===== config.mk =====
export PLATFORM = sky130hd
export DESIGN_NAME = keyed_wdt
export DESIGN_NICKNAME = d
export VERILOG_FILES = /design/src/rtl/kwd_pkg.sv /design/src/rtl/kwd_tick.sv /design/src/rtl/kwd_core.sv /design/src/rtl/kwd_regs.sv /design/src/rtl/keyed_wdt.sv
export SDC_FILE = /design/constraint.sdc
export NUM_CORES = 1
export LEC_CHECK = 0
export CORE_UTILIZATION = 35
export DETAILED_ROUTE_END_ITERATION = 8
export HOLD_SLACK_MARGIN = 0.08
export PLACE_DENSITY_LB_ADDON = 0.08
export SYNTH_ARGS = -nofsm -noshare
export SYNTH_HDL_FRONTEND = slang
export SYNTH_HIERARCHICAL = 1
export SYNTH_SLANG_ARGS = --single-unit

===== constraint.sdc =====
create_clock -name clk_i -period 4.89 [get_ports clk_i]
set_clock_uncertainty 0.15 [all_clocks]
set_input_delay 0.978 -clock clk_i [delete_from_list [all_inputs] [get_ports clk_i]]
set_output_delay 0.978 -clock clk_i [all_outputs]
set_load 0.02 [all_outputs]

===== src/rtl/kwd_pkg.sv =====
package kwd_pkg;
  localparam int REG_AW = 5;

  localparam logic [REG_AW-1:0] OFF_ID      = 5'h00;
  localparam logic [REG_AW-1:0] OFF_CTRL    = 5'h10;
  localparam logic [REG_AW-1:0] OFF_RESTART = 5'h14;
  localparam logic [REG_AW-1:0] OFF_UNLOCK  = 5'h18;
  localparam logic [REG_AW-1:0] OFF_STATUS  = 5'h1C;

  localparam logic [31:0] UNLOCK_KEY  = 32'h0000_5AA5;
  localparam logic [31:0] RESTART_KEY = 32'h0000_CAFE;

  // packs to control bits [10:0]
  typedef struct packed {
    logic [2:0] rst_sel;
    logic [3:0] int_sel;
    logic       rst_en;
    logic       irq_en;
    logic       bus_clk;
    logic       run;
  } ctrl_t;

  typedef enum logic {ST_IRQ = 1'b0, ST_RST = 1'b1} stage_t;

  // exponent of the first interval
  function automatic logic [4:0] int_exp(input logic [3:0] code);
    if (code == 4'd0)      return 5'd6;
    else if (code == 4'd1) return 5'd8;
    else if (code < 4'd8)  return {1'b0, code} + 5'd8;
    else                   return {code, 1'b1};
  endfunction

  function automatic logic [31:0] last_count(input logic [4:0] e);
    return (32'd1 << e) - 32'd1;
  endfunction
endpackage


===== src/rtl/kwd_tick.sv =====
module kwd_tick #(
  parameter int SYNC_STAGES = 2
) (
  input  logic clk_i,
  input  logic rst_ni,
  input  logic cnt_clk_i,
  input  logic bus_sel_i,
  output logic tick_o
);
  localparam int CHAIN = SYNC_STAGES + 1;

  logic [CHAIN-1:0] sync_q;
  logic             rise;

  always_ff @(posedge clk_i or negedge rst_ni) begin
    if (!rst_ni) sync_q <= '0;
    else         sync_q <= {sync_q[CHAIN-2:0], cnt_clk_i};
  end

  assign rise   = sync_q[CHAIN-2] & ~sync_q[CHAIN-1];
  assign tick_o = bus_sel_i ? 1'b1 : rise;

  // one tick per slow-clock edge
  a_r12_ext_tick_single: assert property (@(posedge clk_i) disable iff (!rst_ni)
    (!bus_sel_i && tick_o && !$past(bus_sel_i)) |=> (bus_sel_i || !tick_o));
endmodule


===== src/rtl/kwd_core.sv =====
module kwd_core
  import kwd_pkg::*;
#(
  parameter int CNT_W = 16
) (
  input  logic       clk_i,
  input  logic       rst_ni,
  input  logic       run_i,
  input  logic       tick_i,
  input  logic       restart_i,
  input  logic [3:0] int_sel_i,
  input  logic [2:0] rst_sel_i,
  input  logic       rst_en_i,
  output logic       expire_o,
  output logic       wdt_rst_o
);
  logic [CNT_W-1:0] cnt_q;
  logic [CNT_W-1:0] int_last, rst_last;
  stage_t           stage_q;
  logic             at_last, rst_q;

  assign int_last = CNT_W'(last_count(int_exp(int_sel_i)));
  assign rst_last = CNT_W'(last_count({2'b00, rst_sel_i} + 5'd7));
  assign at_last  = cnt_q == ((stage_q == ST_IRQ) ? int_last : rst_last);
  assign expire_o = run_i && !restart_i && tick_i && at_last && (stage_q == ST_IRQ);
  assign wdt_rst_o = rst_q;

  always_ff @(posedge clk_i or negedge rst_ni) begin
    if (!rst_ni) begin
      cnt_q   <= '0;
      stage_q <= ST_IRQ;
      rst_q   <= 1'b0;
    end else if (!run_i) begin
      cnt_q   <= '0;
      stage_q <= ST_IRQ;
      rst_q   <= 1'b0;
    end else begin
      rst_q <= 1'b0;
      if (restart_i) begin
        cnt_q   <= '0;
        stage_q <= ST_IRQ;
      end else if (tick_i) begin
        if (at_last) begin
          cnt_q <= '0;
          if (stage_q == ST_IRQ) begin
            stage_q <= ST_RST;
          end else begin
            stage_q <= ST_IRQ;
            rst_q   <= rst_en_i;
          end
        end else begin
          cnt_q <= cnt_q + 1'b1;
        end
      end
    end
  end

  a_r6_rst_single: assert property (@(posedge clk_i) disable iff (!rst_ni)
    wdt_rst_o |=> !wdt_rst_o);
  a_r6_rst_needs_en: assert property (@(posedge clk_i) disable iff (!rst_ni)
    wdt_rst_o |-> $past(rst_en_i));
  a_r10_off_idle: assert property (@(posedge clk_i) disable iff (!rst_ni)
    !run_i |=> (cnt_q == '0 && stage_q == ST_IRQ && !wdt_rst_o));
  a_r3_restart_clears: assert property (@(posedge clk_i) disable iff (!rst_ni)
    restart_i |=> (cnt_q == '0 && stage_q == ST_IRQ));
  a_r5_expire_running: assert property (@(posedge clk_i) disable iff (!rst_ni)
    expire_o |=> (stage_q == ST_RST));
endmodule


===== src/rtl/kwd_regs.sv =====
module kwd_regs
  import kwd_pkg::*;
#(
  parameter bit          WIDE_CNT = 1'b0,
  parameter logic [31:0] ID_VALUE = 32'h0057_4454
) (
  input  logic              clk_i,
  input  logic              rst_ni,
  input  logic              wr_i,
  input  logic [REG_AW-1:0] addr_i,
  input  logic [31:0]       wdata_i,
  output logic [31:0]       rdata_o,
  input  logic              expire_i,
  output ctrl_t             ctrl_o,
  output logic              restart_o,
  output logic              flag_o
);
  localparam logic [3:0] INT_SEL_MAX = WIDE_CNT ? 4'hF : 4'h7;

  ctrl_t      ctrl_q;
  logic       unlocked_q, flag_q;
  logic       wr_ctrl, wr_status;
  logic [3:0] sel_in;

  assign wr_ctrl   = wr_i && (addr_i == OFF_CTRL) && unlocked_q;
  assign wr_status = wr_i && (addr_i == OFF_STATUS);
  assign restart_o = wr_i && (addr_i == OFF_RESTART) && unlocked_q && (wdata_i == RESTART_KEY);
  assign sel_in    = (wdata_i[7:4] > INT_SEL_MAX) ? INT_SEL_MAX : wdata_i[7:4];

  always_ff @(posedge clk_i or negedge rst_ni) begin
    if (!rst_ni) begin
      ctrl_q     <= '0;
      unlocked_q <= 1'b0;
      flag_q     <= 1'b0;
    end else begin
      if (wr_i) unlocked_q <= (addr_i == OFF_UNLOCK) && (wdata_i == UNLOCK_KEY);
      if (wr_ctrl) ctrl_q <= {wdata_i[10:8], sel_in, wdata_i[3:0]};
      if (expire_i)                    flag_q <= 1'b1;
      else if (wr_status && wdata_i[0]) flag_q <= 1'b0;
    end
  end

  always_comb begin
    unique case (addr_i)
      OFF_ID:     rdata_o = ID_VALUE;
      OFF_CTRL:   rdata_o = {21'd0, ctrl_q};
      OFF_STATUS: rdata_o = {31'd0, flag_q};
      default:    rdata_o = '0;
    endcase
  end

  assign ctrl_o = ctrl_q;
  assign flag_o = flag_q;

  a_r2_ctrl_locked: assert property (@(posedge clk_i) disable iff (!rst_ni)
    (wr_i && addr_i == OFF_CTRL && !unlocked_q) |=> $stable(ctrl_q));
  a_r2_key_one_shot: assert property (@(posedge clk_i) disable iff (!rst_ni)
    (wr_i && addr_i != OFF_UNLOCK) |=> !unlocked_q);
  a_r7_flag_clear: assert property (@(posedge clk_i) disable iff (!rst_ni)
    (wr_status && wdata_i[0] && !expire_i) |=> !flag_q);
  a_r7_set_wins: assert property (@(posedge clk_i) disable iff (!rst_ni)
    expire_i |=> flag_q);
  a_r8_code_cap: assert property (@(posedge clk_i) disable iff (!rst_ni)
    ctrl_q.int_sel <= INT_SEL_MAX);
endmodule


===== src/rtl/keyed_wdt.sv =====
module keyed_wdt
  import kwd_pkg::*;
#(
  parameter bit          WIDE_CNT    = 1'b0,
  parameter logic [31:0] ID_VALUE    = 32'h0057_4454,
  parameter int          SYNC_STAGES = 2
) (
  input  logic        clk_i,
  input  logic        rst_ni,
  input  logic        cnt_clk_i,
  input  logic        wr_i,
  input  logic [4:0]  addr_i,
  input  logic [31:0] wdata_i,
  output logic [31:0] rdata_o,
  output logic        irq_o,
  output logic        wdt_rst_o
);
  localparam int CNT_W = WIDE_CNT ? 32 : 16;

  ctrl_t ctrl;
  logic  restart, flag, tick, expire;

  kwd_regs #(.WIDE_CNT(WIDE_CNT), .ID_VALUE(ID_VALUE)) u_regs (
    .clk_i, .rst_ni, .wr_i, .addr_i, .wdata_i, .rdata_o,
    .expire_i (expire),
    .ctrl_o   (ctrl),
    .restart_o(restart),
    .flag_o   (flag)
  );

  kwd_tick #(.SYNC_STAGES(SYNC_STAGES)) u_tick (
    .clk_i, .rst_ni, .cnt_clk_i,
    .bus_sel_i(ctrl.bus_clk),
    .tick_o   (tick)
  );

  kwd_core #(.CNT_W(CNT_W)) u_core (
    .clk_i, .rst_ni,
    .run_i    (ctrl.run),
    .tick_i   (tick),
    .restart_i(restart),
    .int_sel_i(ctrl.int_sel),
    .rst_sel_i(ctrl.rst_sel),
    .rst_en_i (ctrl.rst_en),
    .expire_o (expire),
    .wdt_rst_o(wdt_rst_o)
  );

  assign irq_o = flag & ctrl.irq_en;
endmodule


---- After elaboration in Yosys (flattened, before gate mapping) ----
Cells that the tools add are included.
cells by class
  multiplexer cells ....................... 23
  reduce and logical (&&, ||, !) cells .... 17
  add/subtract/negate cells ............... 5
  $lt $le $gt $ge ......................... 2
  shift-type cells ........................ 2
  equality and inequality tests ........... 10
  bitwise logic cells ..................... 4
operator list
  kind                     count
  $mux W16                 5
  $pmux W23 S3             1
  $eq A32 B15 Y1 const B   1
  $eq A32 B16 Y1 const B   1
  $shl A1 B5 Y16 const A   2
  $sub A16 B1 Y16 const B  2
  $eq A5 B5 Y1 const B     4
  $add A16 B1 Y16 const B  1
  $eq A16 B16 Y1           1
  $mux W5                  3
  $mux W1                  13
  $logic_and A1 B1 Y1      12
  $ne A3 B1 Y1 const B     2
  $add A4 B4 Y5 const B    1
  $logic_not A5 Y1         1
  $add A3 B3 Y4 const B    1
  $eq A4 B1 Y1 const B     1
  $gt A4 B3 Y1 const B     1
  $logic_not A4 Y1         1
  $lt A4 B4 Y1 const B     1
  $mux W4                  1
  $and A1 B1 Y1            2
  $not A1 Y1               2
  $reduce_and A2 Y1        1
  2 further kinds          2
storage, ports and cells
  flip-flop bits (word level) ............. 34
  output and inout bits ................... 34

---- Logic depth before layout (Yosys ltp) ----
Gate-level depths: netlist of the first run.
  depth after elaboration ................. 12
  gate-level depth with buffers ........... 17
  depth with buffers taken out ............ 16

---- Hierarchy ----
The synthesis of the first run kept the hierarchy.
by module, submodules not included
  module     cells each  sequential area each (um^2)  area an instance (um^2)  times used
  kwd_core   211         450.4                        1727.9                   1
  kwd_regs   95          325.3                        924.6                    1
  kwd_tick   5           75.1                         86.3                     1
  keyed_wdt  1           0.0                          6.3                      1

---- Least setup slack after synthesis of the first run ----
Ideal clock, no wire load.
  path type ............................... register to register
  from .................................... register u_regs.ctrl_q, in the netlist u_regs/ctrl_o[8]
  to ...................................... register u_regs.flag_q (netlist: u_regs/flag_o)
  data required time ...................... 4.676 ns
  stages on the path, launching flop included .. 16
  slack ................................... 1.267 ns
  library setup time ...................... 0.064 ns
  arrival time ............................ 3.409 ns
  cell sequence ........................... dfrtp_1 -> inv_1 -> ha_1 -> xor2_1 -> and2_1 -> buf_1 -> nor4_4 -> nand2_1 -> ha_1 -> clkbuf_1 -> nand3b_1 -> a311o_1 -> a2111o_1 -> or4_4 -> nor3_2 -> a21o_1
on the way
  longest elaborated chain between the ends .. 8
  elaborated cells on any way between the ends .. 9
  classes of those cells .................. add/sub (2); eq/ne (1); shift (1); mux (2); reduce/logical (3)
ends and longest elaborated chain
  item                                                  line             source
  start: declaration                                    kwd_regs.sv:20   ctrl_t ctrl_q;
  start signal: assignment                              kwd_regs.sv:37   if (wr_ctrl) ctrl_q <= {wdata_i[10:8], sel_in, wdata_i[3:0]};
  $add A3 B3 Y4 (*)                                     kwd_core.sv:23   assign rst_last = CNT_W'(last_count({2'b00, rst_sel_i} + 5'd7));
  $shl A1 B5 Y16 (*)                                    kwd_pkg.sv:34    return (32'd1 << e) - 32'd1;
  $sub A16 B1 Y16 (*)                                   kwd_pkg.sv:34
  $mux W16 (*)                                          kwd_core.sv:24   assign at_last = cnt_q == ((stage_q == ST_IRQ) ? int_last : rst_last);
  $eq A16 B16 Y1 (*)                                    kwd_core.sv:24
  $logic_and A1 B1 Y1 (*) (2 in series)                 kwd_core.sv:25   assign expire_o = run_i && !restart_i && tick_i && at_last && (stage_q == ST_IRQ);
  named net expire                                      keyed_wdt.sv:21  logic restart, flag, tick, expire;
  $mux W1 / $reduce_bool A2 Y1 (equally long branches)  -
  end signal: assignment                                kwd_regs.sv:34   flag_q <= 1'b0;
  end signal: assignment                                kwd_regs.sv:38   if (expire_i) flag_q <= 1'b1;
  end signal: assignment                                kwd_regs.sv:39   else if (wr_status && wdata_i[0]) flag_q <= 1'b0;
  end: declaration                                      kwd_regs.sv:21   logic unlocked_q, flag_q;
Mark *: on every way through the listed nets, which the timed path passes. The rest lies on a longest branch.
A chain may end at the register's enable or synchronous reset.

---- Final worst setup path of the first run ----
  from .................................... input addr_i[4]
  to ...................................... output rdata_o[0]
on the way
  longest elaborated chain between the ends .. 2
  elaborated cells on any way between the ends .. 4
  classes of those cells .................. eq/ne (2); mux (1); reduce/logical (1)
ends and longest elaborated chain
  item                                                     line             source
  start: declaration                                       keyed_wdt.sv:12  input logic [4:0] addr_i,
  $eq A5 B5 Y1 / $logic_not A5 Y1 (equally long branches)  kwd_regs.sv:44   unique case (addr_i)
  $pmux W23 S3 (*)                                         kwd_regs.sv:44
  end: declaration                                         keyed_wdt.sv:14  output logic [31:0] rdata_o,
Mark *: on every way between the ends. The rest lies on a longest branch, timed or not.

==> results of run 1 <==
## sequential cells by signal (all words and copies together), names as in the netlist
register           count
u_core/cnt_q          16
u_core/stage_q         1
u_core/wdt_rst_o       1
u_regs/ctrl_o         11
u_regs/flag_o          1
u_regs/unlocked_q      1
u_tick/sync_q          3
## critical path: stages
cell and delay, ns:
sky130_fd_sc_hd__clkdlybuf4s50_1 0.57, sky130_fd_sc_hd__or3b_4 0.44, sky130_fd_sc_hd__nor3_1 0.28, sky130_fd_sc_hd__buf_4 0.20, sky130_fd_sc_hd__a22o_1 0.15, sky130_fd_sc_hd__clkdlybuf4s50_1 0.60
## layer usage
layer  vias to the layer above  part of all wire (%)  global-route usage [%]
met4                         0                  0.89                    4.44
li1                       1227                     -                       -
met1                      1204                    50                    26.8
met5                         -                     0                       0
met3                         4                   3.3                    3.20
met2                        50                    46                    30.0
## power groups by stage
| stage | Sequential (mW) | Clock, mW | Combinational, mW |
|---|---|---|---|
| finish | 0.284 | 0.219 | 0.0824 |
| floorplan | 0.289 | 0 | 0.0411 |
| global route | 0.284 | 0.243 | 0.0893 |
| CTS | 0.284 | 0.226 | 0.0828 |
| detailed placement | 0.289 | 0 | 0.0826 |
| global placement | 0.289 | 0 | 0.0821 |
## per-stage QoR
stage	area (µm²)	std cells
global route	3450	468
CTS	3450	468
floorplan	2800	326
finish	3450	468
detailed placement	3350	460
global placement	3350	460
## area by class of cell
type / instances / area (µm²)
fill: 753 / 3960
multi-input combinational: 247 / 1690
sequential: 34 / 851
timing repair buffer: 64 / 628
tap: 99 / 124
clock buffer: 6 / 82.6
inverter: 16 / 60.1
clock inverter: 2 / 12.5
## cells by family after synthesis
group                      Yosys count  share of synthesized area, %
DFF                                 34                          31.0
muxes                               12                          4.69
xor gates and xnor gates            17                          5.42
AOI/OAI and AO/OA                   62                          18.8
and+or+nand+nor                    137                          29.1
buffers and inverters               45                          9.34
adders and majority gates            3                          1.37
other                                2                         0.274
## path summary, 6_finish.rpt
| path | depth (start not counted) | end | startpoint |
|---|---|---|---|
| min in group asynchronous | 2 | u_regs/ctrl_o[7] | rst_ni |
| hold reg to reg | 0 | u_tick/sync_q[1] | u_tick/sync_q[0] |
| max in group asynchronous | 2 | u_core/cnt_q[15] | rst_ni |
| setup reg to reg | 15 | u_regs/flag_o | u_regs/ctrl_o[8] |
| hold / removal | 0 | u_tick/sync_q[1] | u_tick/sync_q[0] |
| setup / recovery | 6 | rdata_o[0] | addr_i[4] |
## synthesized netlist by cell type, drive strengths merged (2+ instances only)
cell type / instances
a22oi: 2
o311a: 2
or2: 4
nor4: 8
nor3: 6
xor2: 8
o22ai: 2
xnor2: 9
o21a: 2
o2111ai: 7
and2: 8
a21o: 3
nand3: 5
nor4b: 4
or4: 3
a211o: 2
nand2b: 5
ha: 3
inv: 16
dfrtp: 34
a2111o: 2
and3: 8
o311ai: 2
nand2: 23
nor2b: 4
a21oi: 11
a41oi: 2
nand4: 12
conb: 2
nand3b: 2
mux2: 7
buf: 24
a211oi: 4
o21ai: 4
clkbuf: 5
or3: 2
mux2i: 5
a31o: 4
o211ai: 3
nor2: 34
==> results_tabular.tex, run 1 <==
\begin{tabular}{lr}
\hline
Metric & Value \\
\hline
\multicolumn{2}{l}{\textbf{Yosys}} \\
Cell count after synthesis & 312 \\
Biggest area consumer among synthesized cells & sky130\_fd\_sc\_hd\_\_dfrtp\_1 \\
Syn Std Cell Area & approximately 2700 µm² \\
Number of enable-type register cells in the synthesized netlist & 0 \\
Count of distinct cell types in the synthesized netlist & 74 \\
Avg Inst Size Synth & 8.80 µm² \\
Sequential fraction of the synthesis area & between 30 and 40\% \\
Synth top area cells & sky130\_fd\_sc\_hd\_\_dfrtp\_1, sky130\_fd\_sc\_hd\_\_buf\_4, sky130\_fd\_sc\_hd\_\_nor2\_1 \\
Ys flop type & sky130\_fd\_sc\_hd\_\_dfrtp\_1 \\
Synthesis warning total & 6 \\
Flop and latch count out of synthesis & 34 \\
Post-synth top area share & 31.0\% \\
Share of flip-flops with an asynchronous set or reset & 100\% \\
\multicolumn{2}{l}{\textbf{Floorplanning}} \\
I/O pins & between 70 and 80 \\
Core ar. & $\sim$7400 µm² \\
Die Span X & slightly above 90 µm \\
Die Y-Extent & 90.6 µm \\
Full die area & between 8000 and 9000 µm² \\
Site Rows & 31 \\
Initial Util & a little under two fifths \\
\multicolumn{2}{l}{\textbf{Global route}} \\
Vias in the first global route & 2,459 \\
Global-route wire length before repair & 12.6 mm \\
Number of antenna violations at the first check in global routing & 0 \\
Largest net degree at the start of global routing & 35 \\
Combined global-route utilization of all metal layers & 19.0\% \\
Remaining Overflow, GRT & 0 \\
\multicolumn{2}{l}{\textbf{Place}} \\
Worst slack at placement & 0.562 ns \\
Final GP Congestion & between 0.8 and 0.9 \\
Post-DP HPWL & 5.74 mm \\
Input/output buffers & 59 \\
\multicolumn{2}{l}{\textbf{Timing}} \\
Unrepaired setup endpoints after global routing & no \\
Crit path setup slack, layout & 0.545 ns \\
Setup Total Neg Slack & 0 ns \\
Normalized max-slew margin & a little under half \\
Time the worst path needs with I/O delays and setup & 4.34 ns \\
Final worst hold slack & 0.204 ns \\
Final Max Slew Viols & 0 \\
Share of the clock period used by the worst path & 88.9\% \\
Number of hold violations in the final report & 0 \\
Worst-Margin Slew & around 0.8 ns \\
Max Clock Freq & 230 MHz \\
Final-report setup violation count & 0 \\
\multicolumn{2}{l}{\textbf{CTS}} \\
Number of buffers added to fix hold violations after cts & 0 \\
CTS clk-pin slew, worst paths & approximately 0.080 ns \\
Cell at the root of the clock tree & sky130\_fd\_sc\_hd\_\_clkbuf\_8 \\
Clock tree from TritonCTS & yes \\
Number of buffers added by the clock tree synthesis step & 5 \\
Clock insertion delay at the later pin of the skew report & roughly 0.28 ns \\
Total number of H-tree levels & 2 \\
CTS-repair resized insts & 0 \\
Setup fix buffers added after clock tree synthesis & 0 \\
Buffers from clock root to sink, at most & 2 \\
\# clock sinks & 34 \\
\multicolumn{2}{l}{\textbf{Route}} \\
Remaining antenna violation count after routing & 0 \\
Post-detailed-routing wire length & 7.32 mm \\
WL/cell & 15.6 µm \\
Routed via count divided by cell count & about 5.3 \\
Total number of vias & about 2,500 \\
DRC violation total after the first TritonRoute iteration & 81 \\
Remaining DRCs & 0 \\
Number of search-and-repair iterations in the first detailed-routing pass & 4 \\
\multicolumn{2}{l}{\textbf{Power}} \\
Comb power frac & $\sim$14\% \\
Internal Pwr Total & between 0.4 and 0.5 mW \\
Switching portion of total power & between 20\% and 30\% \\
Net switching component of the power & 0.149 mW \\
Leakage & 1.28 nW \\
Share of power burned in the clock network & 37.5\% \\
Share of total power in sequential cells & 48.5\% \\
Peak supply drop & 0.000125 V \\
Overall power of the completed layout & between 0.5 and 0.6 mW \\
Cell Pwr Density & 170 nW/µm² \\
\multicolumn{2}{l}{\textbf{Worst setup path}} \\
Element type at the critical path start & input port \\
R2R setup slack & 0.71 ns \\
Arrival time reported for the critical path endpoint & 3.22 ns \\
Required arrival time at the worst endpoint & 3.76 ns \\
Nature of the critical path endpoint & primary output \\
Worst Setup Path Type & in2out \\
Max Fanout on Critical Path & 7 \\
\multicolumn{2}{l}{\textbf{Finish}} \\
Final Net Count & around 400 \\
Layout-stage area growth over the synthesis result & 25.6\% \\
Final Util & 46.5\% \\
Commonest non-fill, non-tap cells in the layout & sky130\_fd\_sc\_hd\_\_clkdlybuf4s50\_1, sky130\_fd\_sc\_hd\_\_dfrtp\_1, sky130\_fd\_sc\_hd\_\_nor2\_1, sky130\_fd\_sc\_hd\_\_nand2\_1 \\
Antenna Cells & 0 \\
Share of final-layout standard cells stronger than drive strength 1 & 10.8\% \\
Most frequent standard cell in the layout excluding fill and tap cells & sky130\_fd\_sc\_hd\_\_clkdlybuf4s50\_1 \\
\multicolumn{2}{l}{\textbf{Job}} \\
Max capacitance violation total & 0 \\
\multicolumn{2}{l}{\textbf{Hold path}} \\
Class of the tightest hold or removal check & reg2reg \\
\multicolumn{2}{l}{\textbf{Status}} \\
Result of the run & complete, no violations \\
\hline
\end{tabular}
Note: power is estimated with default switching activity, not from simulation.
==> inputs of run 2 (changes only) <==
CAP_MARGIN = 15   (was default)
SKIP_CTS_REPAIR_TIMING = 1   (was default)
==> results of run 2 <==
No change in the layout: final DEF, timing and power equal those of run 1.
==> inputs of run 3 (changes only) <==
--- a/config.mk
+++ b/config.mk
@@ -7,8 +7,8 @@
 export LEC_CHECK = 0
 export CAP_MARGIN = 15
-export CORE_UTILIZATION = 35
+export CORE_UTILIZATION = 49
 export DETAILED_ROUTE_END_ITERATION = 8
 export HOLD_SLACK_MARGIN = 0.08
-export PLACE_DENSITY_LB_ADDON = 0.08
+export PLACE_DENSITY = 0.9
 export SKIP_CTS_REPAIR_TIMING = 1
 export SYNTH_ARGS = -nofsm -noshare
==> constraint.sdc (replaced) <==
create_clock -name clk_i -period 4.89 [get_ports clk_i]
set_clock_uncertainty 0.15 [all_clocks]
set_input_delay 1.2225 -clock clk_i [delete_from_list [all_inputs] [get_ports clk_i]]
set_output_delay 1.2225 -clock clk_i [all_outputs]
set_load 0.02 [all_outputs]
==> run 3 against run 2 <==
Net effect:
- combinational power is 3.9% higher
- sequential cell count unchanged
- maximum frequency decreased by 7.7%
- via count grew 7.3%
- sequential share of layout area grew 0.15 points
- cell area shrank 0.62%
- power decreased by 1.8%
- first-iteration DRC count rose to 3.5 times the previous value
- worst hold slack improved by 0.0090 ns
==> results_tabular.tex, run 3 (synthesis gave the netlist of run 1 again) <==
\begin{tabular}{lr}
\hline
Metric & Value \\
\hline
\multicolumn{2}{l}{\textbf{Status}} \\
Result of the run & complete, no violations \\
\multicolumn{2}{l}{\textbf{Job}} \\
Max capacitance violation total & 0 (unchanged) \\
\multicolumn{2}{l}{\textbf{Finish}} \\
Filler instances & 427 (-43\%) \\
Antenna Cells & 0 (unchanged) \\
Layout-stage area growth over the synthesis result & 24.8\% \\
Most frequent standard cell in the layout excluding fill and tap cells & sky130\_fd\_sc\_hd\_\_clkdlybuf4s50\_1 \\
Share of final-layout standard cells stronger than drive strength 1 & 11.4\% (+0.51 points) \\
Final Net Count & 415 (+0.73\%) \\
Biggest register & u\_core/cnt\_q \\
Max reg flops & 16 (unchanged) \\
Commonest non-fill, non-tap cells in the layout & sky130\_fd\_sc\_hd\_\_clkdlybuf4s50\_1, sky130\_fd\_sc\_hd\_\_dfrtp\_1, sky130\_fd\_sc\_hd\_\_nor2\_1, sky130\_fd\_sc\_hd\_\_nand2\_1 \\
\multicolumn{2}{l}{\textbf{Route}} \\
Number of search-and-repair iterations in the first detailed-routing pass & 5 (+1) \\
Remaining antenna violation count after routing & 0 (unchanged) \\
Remaining DRCs & 0 (unchanged) \\
Total number of vias & 2,666 (+7.3\%) \\
WL/cell & 16.9 µm (+8.2\%) \\
Routed via count divided by cell count & 6.06 (+14\%) \\
Post-detailed-routing wire length & 7.45 mm (+1.7\%) \\
DRC violation total after the first TritonRoute iteration & 287 (+250\%) \\
\multicolumn{2}{l}{\textbf{Timing}} \\
Share of the clock period used by the worst path & 96.2\% (+7.4 points) \\
Worst-Margin Slew & 0.803 ns (-0.000243 ns) \\
Final Max Slew Viols & 0 (unchanged) \\
Normalized max-slew margin & 46.1\% (about the same) \\
Max Clock Freq & 213 MHz (-7.7\%) \\
Setup Total Neg Slack & 0 ns (unchanged) \\
Final-report setup violation count & 0 (unchanged) \\
Time the worst path needs with I/O delays and setup & 4.71 ns (+0.361 ns) \\
Unrepaired setup endpoints after global routing & no \\
Number of hold violations in the final report & 0 (unchanged) \\
Final worst hold slack & 0.213 ns (+0.00896 ns) \\
\multicolumn{2}{l}{\textbf{Floorplanning}} \\
Die Span X & 76.9 µm (-15\%) \\
Core ar. & 5240 µm² (-29\%) \\
Die Y-Extent & 76.9 µm (-15\%) \\
Full die area & 5910 µm² (-28\%) \\
Initial Util & 52.4\% (+15 points) \\
I/O pins & 75 (unchanged) \\
Site Rows & 26 (-16\%) \\
\multicolumn{2}{l}{\textbf{CTS}} \\
Buffers from clock root to sink, at most & 2 (unchanged) \\
Number of buffers added by the clock tree synthesis step & 5 (unchanged) \\
Total number of H-tree levels & 2 (unchanged) \\
Cell at the root of the clock tree & sky130\_fd\_sc\_hd\_\_clkbuf\_8 \\
Clock tree from TritonCTS & yes \\
\# clock sinks & 34 (unchanged) \\
Clock insertion delay at the later pin of the skew report & 0.29 ns (about the same) \\
CTS clk-pin slew, worst paths & 0.06 ns (-0.02 ns) \\
\multicolumn{2}{l}{\textbf{Power}} \\
Peak supply drop & 0.000152 V (+22\%) \\
Cell Pwr Density & 168 nW/µm² (-1.2\%) \\
Leakage & 1.29 nW (+0.84\%) \\
Overall power of the completed layout & 0.575 mW (-1.8\%) \\
\multicolumn{2}{l}{\textbf{Global route}} \\
Remaining Overflow, GRT & 0 (unchanged) \\
Number of antenna violations at the first check in global routing & 0 (unchanged) \\
Global-route wire length before repair & 13.0 mm (+3.3\%) \\
Largest net degree at the start of global routing & 35 (unchanged) \\
Combined global-route utilization of all metal layers & 27.6\% (+8.6 points) \\
Vias in the first global route & 2,702 (+9.9\%) \\
\multicolumn{2}{l}{\textbf{Worst setup path}} \\
Required arrival time at the worst endpoint & 3.52 ns (-0.24 ns) \\
Max Fanout on Critical Path & 6 (-1) \\
Arrival time reported for the critical path endpoint & 3.33 ns (+0.11 ns) \\
Worst Setup Path Type & in2out \\
Element type at the critical path start & input port \\
Nature of the critical path endpoint & primary output \\
\multicolumn{2}{l}{\textbf{Place}} \\
Post-DP HPWL & 5.76 mm (+0.37\%) \\
Input/output buffers & 59 (unchanged) \\
Final GP Congestion & 0.902 (+10\%) \\
\multicolumn{2}{l}{\textbf{Hold path}} \\
Class of the tightest hold or removal check & reg2reg \\
\hline
\end{tabular}
run 3: cell type report:
type | instances | area (µm²) | share of cell area [%]
multi-input cells | 247 | 1700 | 49.5
clock buffers | 6 | 82.6 | 2.41
flip-flops and latches | 34 | 851 | 24.8
well taps | 70 | 87.6 | 2.56
repair buffers | 67 | 651 | 19.0
inverters | 16 | 60.1 | 1.75
run 3: path summary, 6_finish.rpt:
path / from / endpoint / slack (ns) / depth (start not counted)
min in group asynchronous: rst_ni / u_core/cnt_q[13] / 1.19 / 2
worst max-delay path: addr_i[1] / rdata_o[14] / 0.18 / 4
worst max register to register: u_core/stage_q / u_regs/flag_o / 0.39 / 13
worst min-delay path: u_tick/sync_q[0] / u_tick/sync_q[1] / 0.21 / 0
worst min register to register: u_tick/sync_q[0] / u_tick/sync_q[1] / 0.21 / 0
max in group asynchronous: rst_ni / u_regs/ctrl_o[1] / 3.08 / 2
run 3: report_power, final:
group | switching (mW) | total (mW) | internal (mW) | leakage, nW
Combinational | 0.0428 | 0.0856 | 0.0429 | 0.797
Sequential | 0.00123 | 0.284 | 0.283 | 0.452
Clock | 0.0968 | 0.205 | 0.109 | 0.0431
run 3: metal layers:
layer,GRT usage (%),up-vias,part of all wire (%),wire length [µm]
li1,-,1228,-,-
met1,34.1,1258,40,2990
met2,47.2,156,49,3650
met3,5.60,24,7.9,591
met4,10.0,0,2.9,214
met5,0,-,0,0
run 3: per-stage QoR:
step | area, µm² | util (%) | instances | setup WS [ns]
after CTS | 3420 | 65.3 | 440 | 0.0493
final | 3430 | 65.4 | 440 | 0.184
after floorplan | 2800 | - | 326 | 0.990
after detailed placement | 3340 | 63.8 | 434 | 0.0666
after global routing | 3430 | 65.4 | 440 | 0.0934
after global placement | 3340 | 63.8 | 434 | 0.161
run 3: worst max-delay path, stage by stage:
cell and delay (ns):
sky130_fd_sc_hd__clkdlybuf4s50_1 0.44, sky130_fd_sc_hd__or4_1 0.62, sky130_fd_sc_hd__nor2_1 0.34, sky130_fd_sc_hd__clkdlybuf4s50_1 0.71
